==> config.mk <==
export PLATFORM = sky130hd
export DESIGN_NAME = flash_cmd_seq
export DESIGN_NICKNAME = d
export VERILOG_FILES = /design/src/rtl/fcs_pkg.sv /design/src/rtl/fcs_desc_check.sv /design/src/rtl/fcs_stream_mux.sv /design/src/rtl/fcs_ctrl.sv /design/src/rtl/flash_cmd_seq.sv
export SDC_FILE = /design/constraint.sdc
export NUM_CORES = 1
export LEC_CHECK = 0
export ABC_CLOCK_PERIOD_IN_PS = 2300
export BUFFER_PORTS_ARGS = -buffer_cell sky130_fd_sc_hd__buf_2
export CORE_MARGIN = 2
export CORE_UTILIZATION = 35
export CTS_BUF_LIST = sky130_fd_sc_hd__clkbuf_2
export CTS_CLUSTER_SIZE = 16
export DETAILED_ROUTE_END_ITERATION = 7
export GPL_ROUTABILITY_DRIVEN = 0
export HOLD_SLACK_MARGIN = 0.06
export SYNTH_ARGS = -nofsm -noshare
export SYNTH_HDL_FRONTEND = slang
export SYNTH_SLANG_ARGS = --single-unit
==> constraint.sdc <==
create_clock -name clk -period 2.3 [get_ports clk]
set_input_delay 0.345 -clock clk [delete_from_list [all_inputs] [get_ports clk]]
set_output_delay 0.345 -clock clk [all_outputs]
set_load 0.1 [all_outputs]
==> src/rtl/fcs_pkg.sv <==
package fcs_pkg;

    typedef enum logic [1:0] {
        PH_IDLE = 2'd0,
        PH_CMD  = 2'd1,
        PH_ADDR = 2'd2,
        PH_DATA = 2'd3
    } phase_e;

    localparam int ADDR_MAX_BYTES = 4;

    function automatic logic lane_code_ok(input logic [2:0] lanes);
        return (lanes == 3'd1) || (lanes == 3'd2) || (lanes == 3'd4);
    endfunction

endpackage

==> src/rtl/fcs_desc_check.sv <==
module fcs_desc_check (
    input  logic [2:0] cmd_lanes,
    input  logic [2:0] addr_bytes,
    input  logic [2:0] addr_lanes,
    input  logic [2:0] data_lanes,
    output logic       desc_ok
);
    import fcs_pkg::*;

    logic cmd_ok;
    logic len_ok;
    logic layout_ok;

    always_comb begin
        cmd_ok    = (cmd_lanes == 3'd1);
        len_ok    = (int'(addr_bytes) <= ADDR_MAX_BYTES);
        // address shares the single lane, or matches the data lanes
        layout_ok = lane_code_ok(data_lanes) &&
                    ((addr_lanes == 3'd1) || (addr_lanes == data_lanes));
        desc_ok   = cmd_ok && len_ok && layout_ok;
    end

endmodule

==> src/rtl/fcs_stream_mux.sv <==
module fcs_stream_mux #(
    parameter int LEN_W = 5
) (
    input  fcs_pkg::phase_e   ph,
    input  logic [7:0]        opcode,
    input  logic [31:0]       addr,
    input  logic [2:0]        addr_bytes,
    input  logic [LEN_W-1:0]  idx,
    input  logic              rx,
    input  logic              m_tx_ready,
    input  logic              m_rx_valid,
    input  logic [7:0]        m_rx_data,
    input  logic              wr_valid,
    input  logic [7:0]        wr_data,
    output logic              m_tx_valid,
    output logic [7:0]        m_tx_data,
    output logic              wr_ready,
    output logic              rd_valid,
    output logic [7:0]        rd_data
);
    import fcs_pkg::*;

    logic [2:0]  sel;
    logic [31:0] shifted;
    logic        in_addr;

    always_comb begin
        in_addr = (idx < LEN_W'(addr_bytes));
        sel     = addr_bytes - idx[2:0] - 3'd1;
        shifted = addr >> {sel, 3'b000};

        m_tx_valid = 1'b0;
        m_tx_data  = 8'h00;
        wr_ready   = 1'b0;
        rd_valid   = 1'b0;
        rd_data    = m_rx_data;

        unique case (ph)
            PH_CMD: begin
                m_tx_valid = 1'b1;
                m_tx_data  = opcode;
            end
            PH_ADDR: begin
                m_tx_valid = 1'b1;
                m_tx_data  = in_addr ? shifted[7:0] : 8'hFF;
            end
            PH_DATA: begin
                if (rx) begin
                    rd_valid = m_rx_valid;
                end else begin
                    m_tx_valid = wr_valid;
                    m_tx_data  = wr_data;
                    wr_ready   = m_tx_ready;
                end
            end
            default: ;
        endcase
    end

endmodule

==> src/rtl/fcs_ctrl.sv <==
module fcs_ctrl #(
    parameter int BUF_BYTES = 16,
    parameter int DUMMY_W   = 4,
    parameter int DLEN_W    = 16,
    parameter int LEN_W     = 5
) (
    input  logic               clk,
    input  logic               rst_n,
    input  logic               start,
    input  logic               desc_ok,
    input  logic [7:0]         d_opcode,
    input  logic [31:0]        d_addr,
    input  logic [2:0]         d_addr_bytes,
    input  logic [DUMMY_W-1:0] d_dummy_bytes,
    input  logic [DLEN_W-1:0]  d_data_len,
    input  logic               d_data_rx,
    input  logic [2:0]         d_addr_lanes,
    input  logic [2:0]         d_data_lanes,
    input  logic               brq_done,
    input  logic               tx_fire,
    output fcs_pkg::phase_e    ph,
    output logic [7:0]         opcode,
    output logic [31:0]        addr,
    output logic [2:0]         addr_bytes,
    output logic [LEN_W-1:0]   idx,
    output logic               rx,
    output logic               busy,
    output logic               done,
    output logic               err,
    output logic               brq_start,
    output logic [2:0]         brq_lanes,
    output logic [LEN_W-1:0]   brq_len,
    output logic               brq_hold_cs,
    output logic               brq_rx
);
    import fcs_pkg::*;

    localparam logic [DLEN_W-1:0] BUF_D = DLEN_W'(BUF_BYTES);

    typedef struct packed {
        phase_e             ph;
        logic               req;
        logic               done;
        logic               err;
        logic [7:0]         opcode;
        logic [31:0]        addr;
        logic [2:0]         ab;
        logic [DUMMY_W-1:0] db;
        logic [DLEN_W-1:0]  rem;
        logic               rx;
        logic [2:0]         al;
        logic [2:0]         dl;
        logic [LEN_W-1:0]   idx;
    } state_t;

    state_t st_q, st_d;

    logic [LEN_W-1:0] alen;
    logic             more_chunks;
    logic [LEN_W-1:0] chunk;

    always_comb begin
        alen        = LEN_W'(st_q.ab) + LEN_W'(st_q.db);
        more_chunks = (st_q.rem > BUF_D);
        chunk       = more_chunks ? LEN_W'(BUF_BYTES) : LEN_W'(st_q.rem);

        st_d      = st_q;
        st_d.req  = 1'b0;
        st_d.done = 1'b0;
        st_d.err  = 1'b0;

        unique case (st_q.ph)
            PH_IDLE: begin
                if (start) begin
                    st_d.opcode = d_opcode;
                    st_d.addr   = d_addr;
                    st_d.ab     = d_addr_bytes;
                    st_d.db     = d_dummy_bytes;
                    st_d.rem    = d_data_len;
                    st_d.rx     = d_data_rx;
                    st_d.al     = d_addr_lanes;
                    st_d.dl     = d_data_lanes;
                    st_d.idx    = '0;
                    if (desc_ok) begin
                        st_d.ph  = PH_CMD;
                        st_d.req = 1'b1;
                    end else begin
                        st_d.done = 1'b1;
                        st_d.err  = 1'b1;
                    end
                end
            end
            PH_CMD: begin
                if (brq_done) begin
                    if (alen != '0) begin
                        st_d.ph  = PH_ADDR;
                        st_d.req = 1'b1;
                        st_d.idx = '0;
                    end else if (st_q.rem != '0) begin
                        st_d.ph  = PH_DATA;
                        st_d.req = 1'b1;
                    end else begin
                        st_d.ph   = PH_IDLE;
                        st_d.done = 1'b1;
                    end
                end
            end
            PH_ADDR: begin
                if (tx_fire) begin
                    st_d.idx = st_q.idx + LEN_W'(1);
                end
                if (brq_done) begin
                    if (st_q.rem != '0) begin
                        st_d.ph  = PH_DATA;
                        st_d.req = 1'b1;
                    end else begin
                        st_d.ph   = PH_IDLE;
                        st_d.done = 1'b1;
                    end
                end
            end
            PH_DATA: begin
                if (brq_done) begin
                    if (more_chunks) begin
                        st_d.rem = st_q.rem - BUF_D;
                        st_d.req = 1'b1;
                    end else begin
                        st_d.rem  = '0;
                        st_d.ph   = PH_IDLE;
                        st_d.done = 1'b1;
                    end
                end
            end
            default: st_d.ph = PH_IDLE;
        endcase
    end

    always_ff @(posedge clk or negedge rst_n) begin
        if (!rst_n) begin
            st_q <= '0;
        end else begin
            st_q <= st_d;
        end
    end

    always_comb begin
        brq_lanes   = 3'd0;
        brq_len     = '0;
        brq_hold_cs = 1'b0;
        brq_rx      = 1'b0;
        unique case (st_q.ph)
            PH_CMD: begin
                brq_lanes   = 3'd1;
                brq_len     = LEN_W'(1);
                brq_hold_cs = (alen != '0) || (st_q.rem != '0);
            end
            PH_ADDR: begin
                brq_lanes   = st_q.al;
                brq_len     = alen;
                brq_hold_cs = (st_q.rem != '0);
            end
            PH_DATA: begin
                brq_lanes   = st_q.dl;
                brq_len     = chunk;
                brq_hold_cs = more_chunks;
                brq_rx      = st_q.rx;
            end
            default: ;
        endcase
    end

    assign ph         = st_q.ph;
    assign opcode     = st_q.opcode;
    assign addr       = st_q.addr;
    assign addr_bytes = st_q.ab;
    assign idx        = st_q.idx;
    assign rx         = st_q.rx;
    assign busy       = (st_q.ph != PH_IDLE);
    assign done       = st_q.done;
    assign err        = st_q.err;
    assign brq_start  = st_q.req;

endmodule

==> src/rtl/flash_cmd_seq.sv <==
module flash_cmd_seq #(
    parameter int BUF_BYTES = 16,
    parameter int DUMMY_W   = 4,
    parameter int DLEN_W    = 16,
    localparam int PH_MAX   = (BUF_BYTES > (4 + (1 << DUMMY_W) - 1)) ?
                              BUF_BYTES : (4 + (1 << DUMMY_W) - 1),
    localparam int LEN_W    = $clog2(PH_MAX + 1)
) (
    input  logic               clk,
    input  logic               rst_n,
    input  logic               start,
    input  logic [7:0]         d_opcode,
    input  logic [2:0]         d_cmd_lanes,
    input  logic [31:0]        d_addr,
    input  logic [2:0]         d_addr_bytes,
    input  logic [DUMMY_W-1:0] d_dummy_bytes,
    input  logic [DLEN_W-1:0]  d_data_len,
    input  logic               d_data_rx,
    input  logic [2:0]         d_addr_lanes,
    input  logic [2:0]         d_data_lanes,
    output logic               busy,
    output logic               done,
    output logic               err,
    output logic               brq_start,
    output logic [2:0]         brq_lanes,
    output logic [LEN_W-1:0]   brq_len,
    output logic               brq_hold_cs,
    output logic               brq_rx,
    input  logic               brq_done,
    output logic               m_tx_valid,
    output logic [7:0]         m_tx_data,
    input  logic               m_tx_ready,
    input  logic               m_rx_valid,
    input  logic [7:0]         m_rx_data,
    input  logic               wr_valid,
    input  logic [7:0]         wr_data,
    output logic               wr_ready,
    output logic               rd_valid,
    output logic [7:0]         rd_data
);
    import fcs_pkg::*;

    logic             desc_ok;
    phase_e           ph;
    logic [7:0]       cur_opcode;
    logic [31:0]      cur_addr;
    logic [2:0]       cur_ab;
    logic [LEN_W-1:0] cur_idx;
    logic             cur_rx;
    logic             tx_fire;

    assign tx_fire = m_tx_valid && m_tx_ready;

    fcs_desc_check u_check (
        .cmd_lanes  (d_cmd_lanes),
        .addr_bytes (d_addr_bytes),
        .addr_lanes (d_addr_lanes),
        .data_lanes (d_data_lanes),
        .desc_ok    (desc_ok)
    );

    fcs_ctrl #(
        .BUF_BYTES (BUF_BYTES),
        .DUMMY_W   (DUMMY_W),
        .DLEN_W    (DLEN_W),
        .LEN_W     (LEN_W)
    ) u_ctrl (
        .clk           (clk),
        .rst_n         (rst_n),
        .start         (start),
        .desc_ok       (desc_ok),
        .d_opcode      (d_opcode),
        .d_addr        (d_addr),
        .d_addr_bytes  (d_addr_bytes),
        .d_dummy_bytes (d_dummy_bytes),
        .d_data_len    (d_data_len),
        .d_data_rx     (d_data_rx),
        .d_addr_lanes  (d_addr_lanes),
        .d_data_lanes  (d_data_lanes),
        .brq_done      (brq_done),
        .tx_fire       (tx_fire),
        .ph            (ph),
        .opcode        (cur_opcode),
        .addr          (cur_addr),
        .addr_bytes    (cur_ab),
        .idx           (cur_idx),
        .rx            (cur_rx),
        .busy          (busy),
        .done          (done),
        .err           (err),
        .brq_start     (brq_start),
        .brq_lanes     (brq_lanes),
        .brq_len       (brq_len),
        .brq_hold_cs   (brq_hold_cs),
        .brq_rx        (brq_rx)
    );

    fcs_stream_mux #(
        .LEN_W (LEN_W)
    ) u_mux (
        .ph         (ph),
        .opcode     (cur_opcode),
        .addr       (cur_addr),
        .addr_bytes (cur_ab),
        .idx        (cur_idx),
        .rx         (cur_rx),
        .m_tx_ready (m_tx_ready),
        .m_rx_valid (m_rx_valid),
        .m_rx_data  (m_rx_data),
        .wr_valid   (wr_valid),
        .wr_data    (wr_data),
        .m_tx_valid (m_tx_valid),
        .m_tx_data  (m_tx_data),
        .wr_ready   (wr_ready),
        .rd_valid   (rd_valid),
        .rd_data    (rd_data)
    );

endmodule

[Yosys cells after proc, flatten, opt, wreduce, memory -nomap -nowiden]
Index checks and enable logic that the tools add are counted.
Cells by class
  shifts and indexed selects: 1
  add/sub/neg operators: 5
  equal/unequal tests: 17
  reductions and logical operators: 19
  muxes and demuxes: 37
  $lt $le $gt $ge: 3
Operators by type and width (count)
  $mux W80: 1
  $mux W48: 1
  $mux W16: 2
  $pmux W16 S2: 1
  $shr A32 B6 Y8: 1
  $pmux W5 S3: 2
  $pmux W8 S3: 1
  $mux W5: 4
  $gt A16 B5 Y1 const B: 1
  $mux W8: 2
  $pmux W4 S4: 1
  $reduce_bool A16 Y1: 1
  $sub A16 B5 Y16 const B: 1
  $ne A2 B2 Y1 const B: 7
  $mux W4: 3
  $mux W1: 11
  $eq A3 B1 Y1 const B: 3
  $pmux W3 S3: 1
  $mux W2: 3
  $mux W3: 2
  $reduce_and A6 Y1: 1
  $add A3 B4 Y5: 1
  $add A5 B1 Y5 const B: 1
  $lt A5 B3 Y1: 1
  other kinds (21): 29
Storage, ports and cells
  register bits: 80
  output and inout bits: 33
  input port bits: 96

[Depth between registers and ports, before layout]
Gate-level depths: netlist of run 1.
  depth after elaboration: 8
  mapped depth: 10
  mapped depth without buffers: 9

[Modules after synthesis]
A second synthesis of run 1 with hierarchy kept.
Unflattened totals
  cells, all modules: 503
  area total of the unflattened synthesis: 5226.3 sq um
Modules (own cells, without submodules)
  fcs_ctrl: times used 1, cells an instance 396, sequential area each 2001.9 sq um, area an instance 4346.7 sq um
  fcs_stream_mux: times used 1, cells an instance 95, sequential area each 0.0 sq um, area an instance 798.3 sq um
  fcs_desc_check: times used 1, cells an instance 11, sequential area each 0.0 sq um, area an instance 75.1 sq um
  flash_cmd_seq: times used 1, cells an instance 1, sequential area each 0.0 sq um, area an instance 6.3 sq um

[Least setup slack after synthesis of run 1]
No wires, ideal clock.
  kind: register -> output
  from: register u_ctrl.st_q, in the netlist u_ctrl.idx[0]
  to: output port m_tx_data[0]
  data required time: 1955 ps
  stages on the path, launching flop included: 11
  path slack: -1175 ps
  arrival: 3130 ps
  buffers on the path: 1
  cell sequence: dfrtp_1 -> inv_1 -> ha_1 -> inv_1 -> fa_1 -> clkbuf_1 -> mux4_2 -> inv_1 -> o21ai_0 -> a222oi_1 -> nor2_1
On the way
  longest elaborated chain between the ends: 5
RTL lines
  start: declaration: RTL line fcs_ctrl.sv:56  | state_t st_q, st_d;
  start signal: assignment: RTL line fcs_ctrl.sv:142  | st_q <= st_d;
  $sub A3 B3 Y3: RTL line fcs_stream_mux.sv:29  | sel = addr_bytes - idx[2:0] - 3'd1;
  $sub A3 B1 Y3: RTL line fcs_stream_mux.sv:29
  $shr A32 B6 Y8: RTL line fcs_stream_mux.sv:30  | shifted = addr >> {sel, 3'b000};
  $mux W8 (*): RTL line fcs_stream_mux.sv:45  | m_tx_data = in_addr ? shifted[7:0] : 8'hFF;
  $pmux W8 S3 (*): RTL line fcs_stream_mux.sv:38  | unique case (ph)
  end: declaration: RTL line flash_cmd_seq.sv:31  | output logic [7:0] m_tx_data,
Every way passes the cells marked *; elsewhere a longest branch is shown, timed or not.

[Final worst setup path of run 1]
Ends and elaborated chain as after synthesis.

==> impl_metrics.ini, run 1 <==
[worst_hold_path]
hold_end = u_ctrl.done$_DFF_PN0_
hold_path_depth = 3
hold_start = brq_done
hold_class = primary input to register

[timing]
fmax_mhz = 298.3
setup_slack_ps = -1052
rsz0062_at_grt = true
fin_worst_skew_ps = 33.59
tns_ps = -12540
worst_pin_slew_ps = 702.7
hold_viol = 0
final-setup-viol-count = 22
whs_ps = 120.1
slew_headroom_pct = 53.15
drv_slew = 0
post-route-min-period_ps = 3352
final.period_utilization_pct = 145.8

[outcome]
outcome = complete, but fails checks
violations = negative setup slack

[layout]
final_nets = 797
antennaDiodeCount = 0
drive_above_1_share_pct = 51.02
final_util_pct = 57.10
synthToLayoutAreaGrowth_pct = 60.55

[worst_setup_path]
crit_chain = inv_2, ha_4, inv_2, fa_1, buf_12, mux4_2, inv_2, o21ai_1, a222oi_1, buf_4, nor2_4, buf_12
cp-start-kind = register
path_class = register to output pin
endpoint_kind = output pin
crit_slowest_cell = fa_1
cp.arrival_ps = 3010
r2r_cells = 11
reg2reg_slack_ps = -300
worst_ep_required_time_ps = 1960
cpMostUsedCell = inv_2
r2r_end = u_ctrl.ph[1]$_DFFE_PN0P_
worstPathMaxFanout = 8
slowest_delay_ps = 540
reg2reg_from = u_ctrl.addr_bytes[0]$_DFFE_PN0P_

[synth]
synth.avg_cell_area_um2 = 10.54
synth_top_area_cell = dfrtp_1
synth_sequential_area_ratio_pct = 42.68
ys.warnings.count = 0
ys_ff_latch = 80
syn_nets = 559
synth_edf_count = 0
synth_cell_type_count = 59
synth_most_common_cell = dfrtp_1
netlist.area_leader.share_pct = 42.68
post_synth_instance_area_um2 = 4691
synth_common_cells = dfrtp_1, mux2_2, nor2_1
synth_ff_type = dfrtp_1
ys_async_sr_fraction_pct = 100.0
synth_area_leaders = dfrtp_1, mux2_2, ha_1, mux4_2, nor2_1
synthesis.instances = 445

[pwr]
powerDensity_nw_per_um2 = 1025
p_leak_nw = 3.209
peakVddDrop_mv = 0.6013

[routing]
vias_per_cell = 5.000
drcViolationCount = 0
drt-initial-drc-count = 284
ant_nets = 0
wirelength_um = 13300
wl_per_cell_um = 15.40
dr.pass1.iters = 7
vias = 4320

[clock_tree]
clock-sinks = 80
root_buffer = clkbuf_2
clock_latency_ps = 610
clock_path_buffers = 2
tritoncts = built
htreeDepth = 3
cts_made_buffers = 9
cts.clk_slew.worst_paths_ps = 270

[floorplan]
start_util_pct = 35.56
fp.dieH_um = 119.8
die_w_um = 119.8
rows = 42
design.die.area_um2 = 14340
ios = 129
design.core.area_um2 = 13190

[place]
pre_cts_slack_ps = -516.5
io_buffer_count = 112
dp_hpwl_um = 9170

[grt]
grt_pass1_wl_um = 22200
grt_pass1_vias = 4534
gr-usage-all-layers_pct = 19.59
grt_antenna_before_repair = 0
grt-ovfl-total = 0
grt_max_degree = 54

[job]
cap_violations = 0
state kept, by name, indices dropped and copies added, names as in the netlist:
register           count
u_ctrl.addr           32
u_ctrl.st_q           26
u_ctrl.opcode          8
u_ctrl.idx             5
u_ctrl.addr_bytes      3
u_ctrl.ph              2
u_ctrl.brq_start       1
u_ctrl.done            1
u_ctrl.err             1
u_ctrl.rx              1
what timing repair did:
| action | CTS | global route |
|---|---|---|
| endpoints found under the hold margin | 122 | 0 |
| hold buffers | 72 | 0 |
| gates cloned | 0 | 0 |
| pin swaps | 19 | 17 |
| buffers inserted | 11 | 10 |
| resized for setup | 80 | 25 |
| endpoints found under the setup margin | 24 | 28 |
worst max path at each step:
stage | start | endpoint | cells past startpoint | slack (ps)
floorplan | u_ctrl.idx[0]$_DFFE_PN0P_ | m_tx_data[0] | 10 | -310
global placement | u_ctrl.idx[0]$_DFFE_PN0P_ | m_tx_data[0] | 12 | -470
detailed placement | u_ctrl.idx[0]$_DFFE_PN0P_ | m_tx_data[0] | 12 | -520
CTS | u_ctrl.idx[0]$_DFFE_PN0P_ | m_tx_data[2] | 12 | -1070
global route | u_ctrl.idx[0]$_DFFE_PN0P_ | m_tx_data[6] | 12 | -1250
finish | u_ctrl.idx[0]$_DFFE_PN0P_ | m_tx_data[0] | 12 | -1050
critical path, delay by kind of cell (launching register included):
family | cells | cell delay, ps
adders and majority gates | 2 | 660
muxes | 1 | 300
buffers and inverters | 6 | 640
AOI/OAI and AO/OA | 2 | 340
DFF | 1 | 440
and+or+nand+nor | 1 | 40
routing by layer:
metal	global-route usage, %	vias to the layer above	share of wire (%)
met3	3.945	24	3.9
met4	7.426	0	2.1
li1	-	2089	-
met1	25.11	2100	45
met5	0	-	0
met2	32.71	107	49
placed cells by master, fill, tap and decap left out, types with 9 or more instances in the layout:
master         synthesis  routed
o21ai_1                9      12
mux2_2                55      55
buf_6                  3      10
nand3_1               12      10
a21oi_1               19      12
buf_2                  3      89
nor2_4                 0      16
inv_1                 24      13
buf_4                  9      63
clkbuf_2               0       9
dlygate4sd3_1          0      72
buf_12                 0      23
dfrtp_1               80      74
nand2_1               30      27
inv_2                  0       9
o21ai_0               28      24
nor2_1                38      22
metrics by stage:
| stage | instance area [um2] | instances | total power, W |
|---|---|---|---|
| after global placement | 6120 | 756 | 0.005929 |
| final | 7531 | 864 | 0.007723 |
| after floorplan | 4907 | 445 | 0.004893 |
| after CTS | 7373 | 855 | 0.007436 |
| after detailed placement | 6120 | 756 | 0.006013 |
| after global routing | 7531 | 864 | 0.008237 |
logic make-up (layout without fill, tap and decap cells):
kind of cell	after synthesis	count (layout)	share of synthesized area (%)
buffers and inverters	55	298	5.895
DFF	80	80	42.68
and+or+nand+nor	130	130	15.20
AOI/OAI and AO/OA	97	97	13.68
xor gates and xnor gates	2	2	0.3735
adders and majority gates	18	18	5.121
muxes	63	63	17.04
area by class of cell:
| cell class | count | area (um2) |
|---|---|---|
| Sequential cell | 80 | 2009 |
| Fill cell | 1069 | 5659 |
| Tap cell | 176 | 220.2 |
| Clock inverter | 7 | 78.83 |
| Inverter | 24 | 98.84 |
| Timing Repair Buffer | 258 | 2227 |
| Multi-Input combinational cell | 310 | 2851 |
| Clock buffer | 9 | 45.04 |
report_power, final:
part           internal [W]  leakage, nW  switching [W]
sequential          0.00189        0.960       0.000407
combinational       0.00231         2.18        0.00228
clock              0.000264       0.0708       0.000571
Power figures use the tool's default switching activity.
==> inputs of run 2 (changes only) <==
- CTS_BUF_LIST: sky130_fd_sc_hd__clkbuf_2 -> sky130_fd_sc_hd__clkbuf_4 sky130_fd_sc_hd__clkbuf_8
- REMOVE_ABC_BUFFERS: default -> 1
==> impl_metrics.ini, run 2 (synthesis gave the netlist of run 1 again) <==
[outcome]
outcome = complete, but fails checks
violations = negative setup slack

[clock_tree]
htreeDepth = 3
tritoncts = built
clock_latency_ps = 370
clock_path_buffers = 2
root_buffer = clkbuf_8
cts.clk_slew.worst_paths_ps = 100
clock-sinks = 80
cts_made_buffers = 9

[routing]
wirelength_um = 13090
ant_nets = 0
vias_per_cell = 5.162
drcViolationCount = 0
vias = 4042
wl_per_cell_um = 16.72
drt-initial-drc-count = 196
dr.pass1.iters = 5

[grt]
grt_pass1_wl_um = 21400
grt_pass1_vias = 4273
grt_max_degree = 81
grt_antenna_before_repair = 0
grt-ovfl-total = 0
gr-usage-all-layers_pct = 19.00

[timing]
rsz0062_at_grt = true
drv_slew = 0
post-route-min-period_ps = 3075
final-setup-viol-count = 22
slew_headroom_pct = 66.59
fin_worst_skew_ps = 12.35
worst_pin_slew_ps = 501.2
whs_ps = 191.9
final.period_utilization_pct = 133.7
hold_viol = 0
setup_slack_ps = -774.6
fmax_mhz = 325.2

[layout]
fill_cells = 1211
final_cell_mix = buf_2, dfrtp_1, buf_4
design_area_um2 = 6523
final_nets = 716
final_util_pct = 49.45
synthToLayoutAreaGrowth_pct = 39.05
multiInputGateArea_um2 = 2664
regArea_um2 = 2003
largest_reg_flops = 32
antennaDiodeCount = 0
fin_cells = 783
final_common_cell = buf_2
drive_above_1_share_pct = 52.55

[place]
place_area_um2 = 5898
dp.cells = 752
pre_cts_slack_ps = -382.1
dp_hpwl_um = 9216
io_buffer_count = 112

[worst_setup_path]
worstPathMaxFanout = 8
cp.arrival_ps = 2730
crit_chain = inv_2, ha_4, inv_2, fa_1, buf_12, buf_4, mux4_2, inv_2, o21ai_1, a222oi_1, nor2_1, buf_6
r2r_end = u_ctrl.idx[3]$_DFFE_PN0P_
slowest_delay_ps = 490
reg2reg_slack_ps = -250
worst_ep_required_time_ps = 1960
reg2reg_from = u_ctrl.addr_bytes[0]$_DFFE_PN0P_
cpMostUsedCell = inv_2
path_class = register to output pin
cp-start-kind = register
endpoint_kind = output pin
r2r_cells = 12
crit_slowest_cell = fa_1

[pwr]
p_switching_w = 0.003126
peakVddDrop_mv = 0.8951
internal_power_w = 0.004441
clock_power_share_pct = 13.0
p_seq_share_pct = 30.2
power.share.combinational_pct = 56.9
swShare_pct = 41.32
p_leak_nw = 2.861
powerDensity_nw_per_um2 = 1160

[job]
cap_violations = 0

[floorplan]
fp.dieH_um = 119.8
design.die.area_um2 = 14340
ios = 129
design.core.area_um2 = 13190
die_w_um = 119.8
start_util_pct = 35.56
rows = 42

[worst_hold_path]
hold_path_depth = 2
hold_class = primary input to register
hold_end = u_ctrl.opcode[5]$_DFFE_PN0P_
hold_start = d_opcode[5]
run 2: how the worst max path moves through the flow:
stage                                      from            to  cells after the start
3_5_place_dp          u_ctrl.idx[0]$_DFFE_PN0P_  m_tx_data[0]                      9
6_report              u_ctrl.idx[0]$_DFFE_PN0P_  m_tx_data[5]                     12
2_1_floorplan  u_ctrl.addr_bytes[0]$_DFFE_PN0P_   brq_hold_cs                      7
4_1_cts               u_ctrl.idx[0]$_DFFE_PN0P_  m_tx_data[0]                     11
5_1_grt               u_ctrl.idx[0]$_DFFE_PN0P_  m_tx_data[5]                     12
3_3_place_gp          u_ctrl.idx[0]$_DFFE_PN0P_  m_tx_data[1]                     11
run 2: area by class of cell:
type                       count  share of cell area, %
sequential                    80                  30.71
tap                          176                  3.376
multi-input combinational    310                  40.84
clock inverter                 6                 0.7865
timing repair buffer         177                  20.89
inverter                      24                  1.381
clock buffer                  10                  2.014
run 2: per-stage QoR:
stage | total power, W | TNS, ps
after floorplan | 0.004525 | -26960
after global placement | 0.005807 | -3267
after detailed placement | 0.005901 | -3789
after CTS | 0.007273 | -9135
after global routing | 0.008090 | -12030
final | 0.007567 | -9443
run 2: power by group through the flow:
stage | clock network [W] | registers (W) | logic, W
final | 0.000981 | 0.00228 | 0.00430
after global routing | 0.00109 | 0.00235 | 0.00466
after CTS | 0.00103 | 0.00227 | 0.00397
after detailed placement | 0 | 0.00229 | 0.00362
after global placement | 0 | 0.00226 | 0.00355
after floorplan | 0 | 0.00228 | 0.00225
run 2: routing by layer:
layer | vias to the layer above | wire length [um] | track usage [%] | share of wire [%]
met4 | 0 | 150 | 4.706 | 1.1
met3 | 7 | 901 | 6.559 | 6.9
met5 | - | 0 | 0 | 0
met2 | 151 | 6423 | 31.43 | 49
met1 | 1963 | 5617 | 23.87 | 43
li1 | 1921 | - | - | -
run 2: repair_timing:
item                                    in CTS  in global routing
setup buffers                               10                  5
hold buffers                                 1                  0
gates resized for setup                     47                 41
hold endpoints to repair                    80                  0
pin swaps                                   15                 15
endpoints found under the setup margin      23                 25
run 2: worst max-delay path: cells and delay by family (launching register included):
family                     cells  cell delay [ps]
and+or+nand+nor                1              100
adders and majority gates      2              620
muxes                          1              290
buffers and inverters          6              660
DFF                            1              400
AOI/OAI and AO/OA              2              280
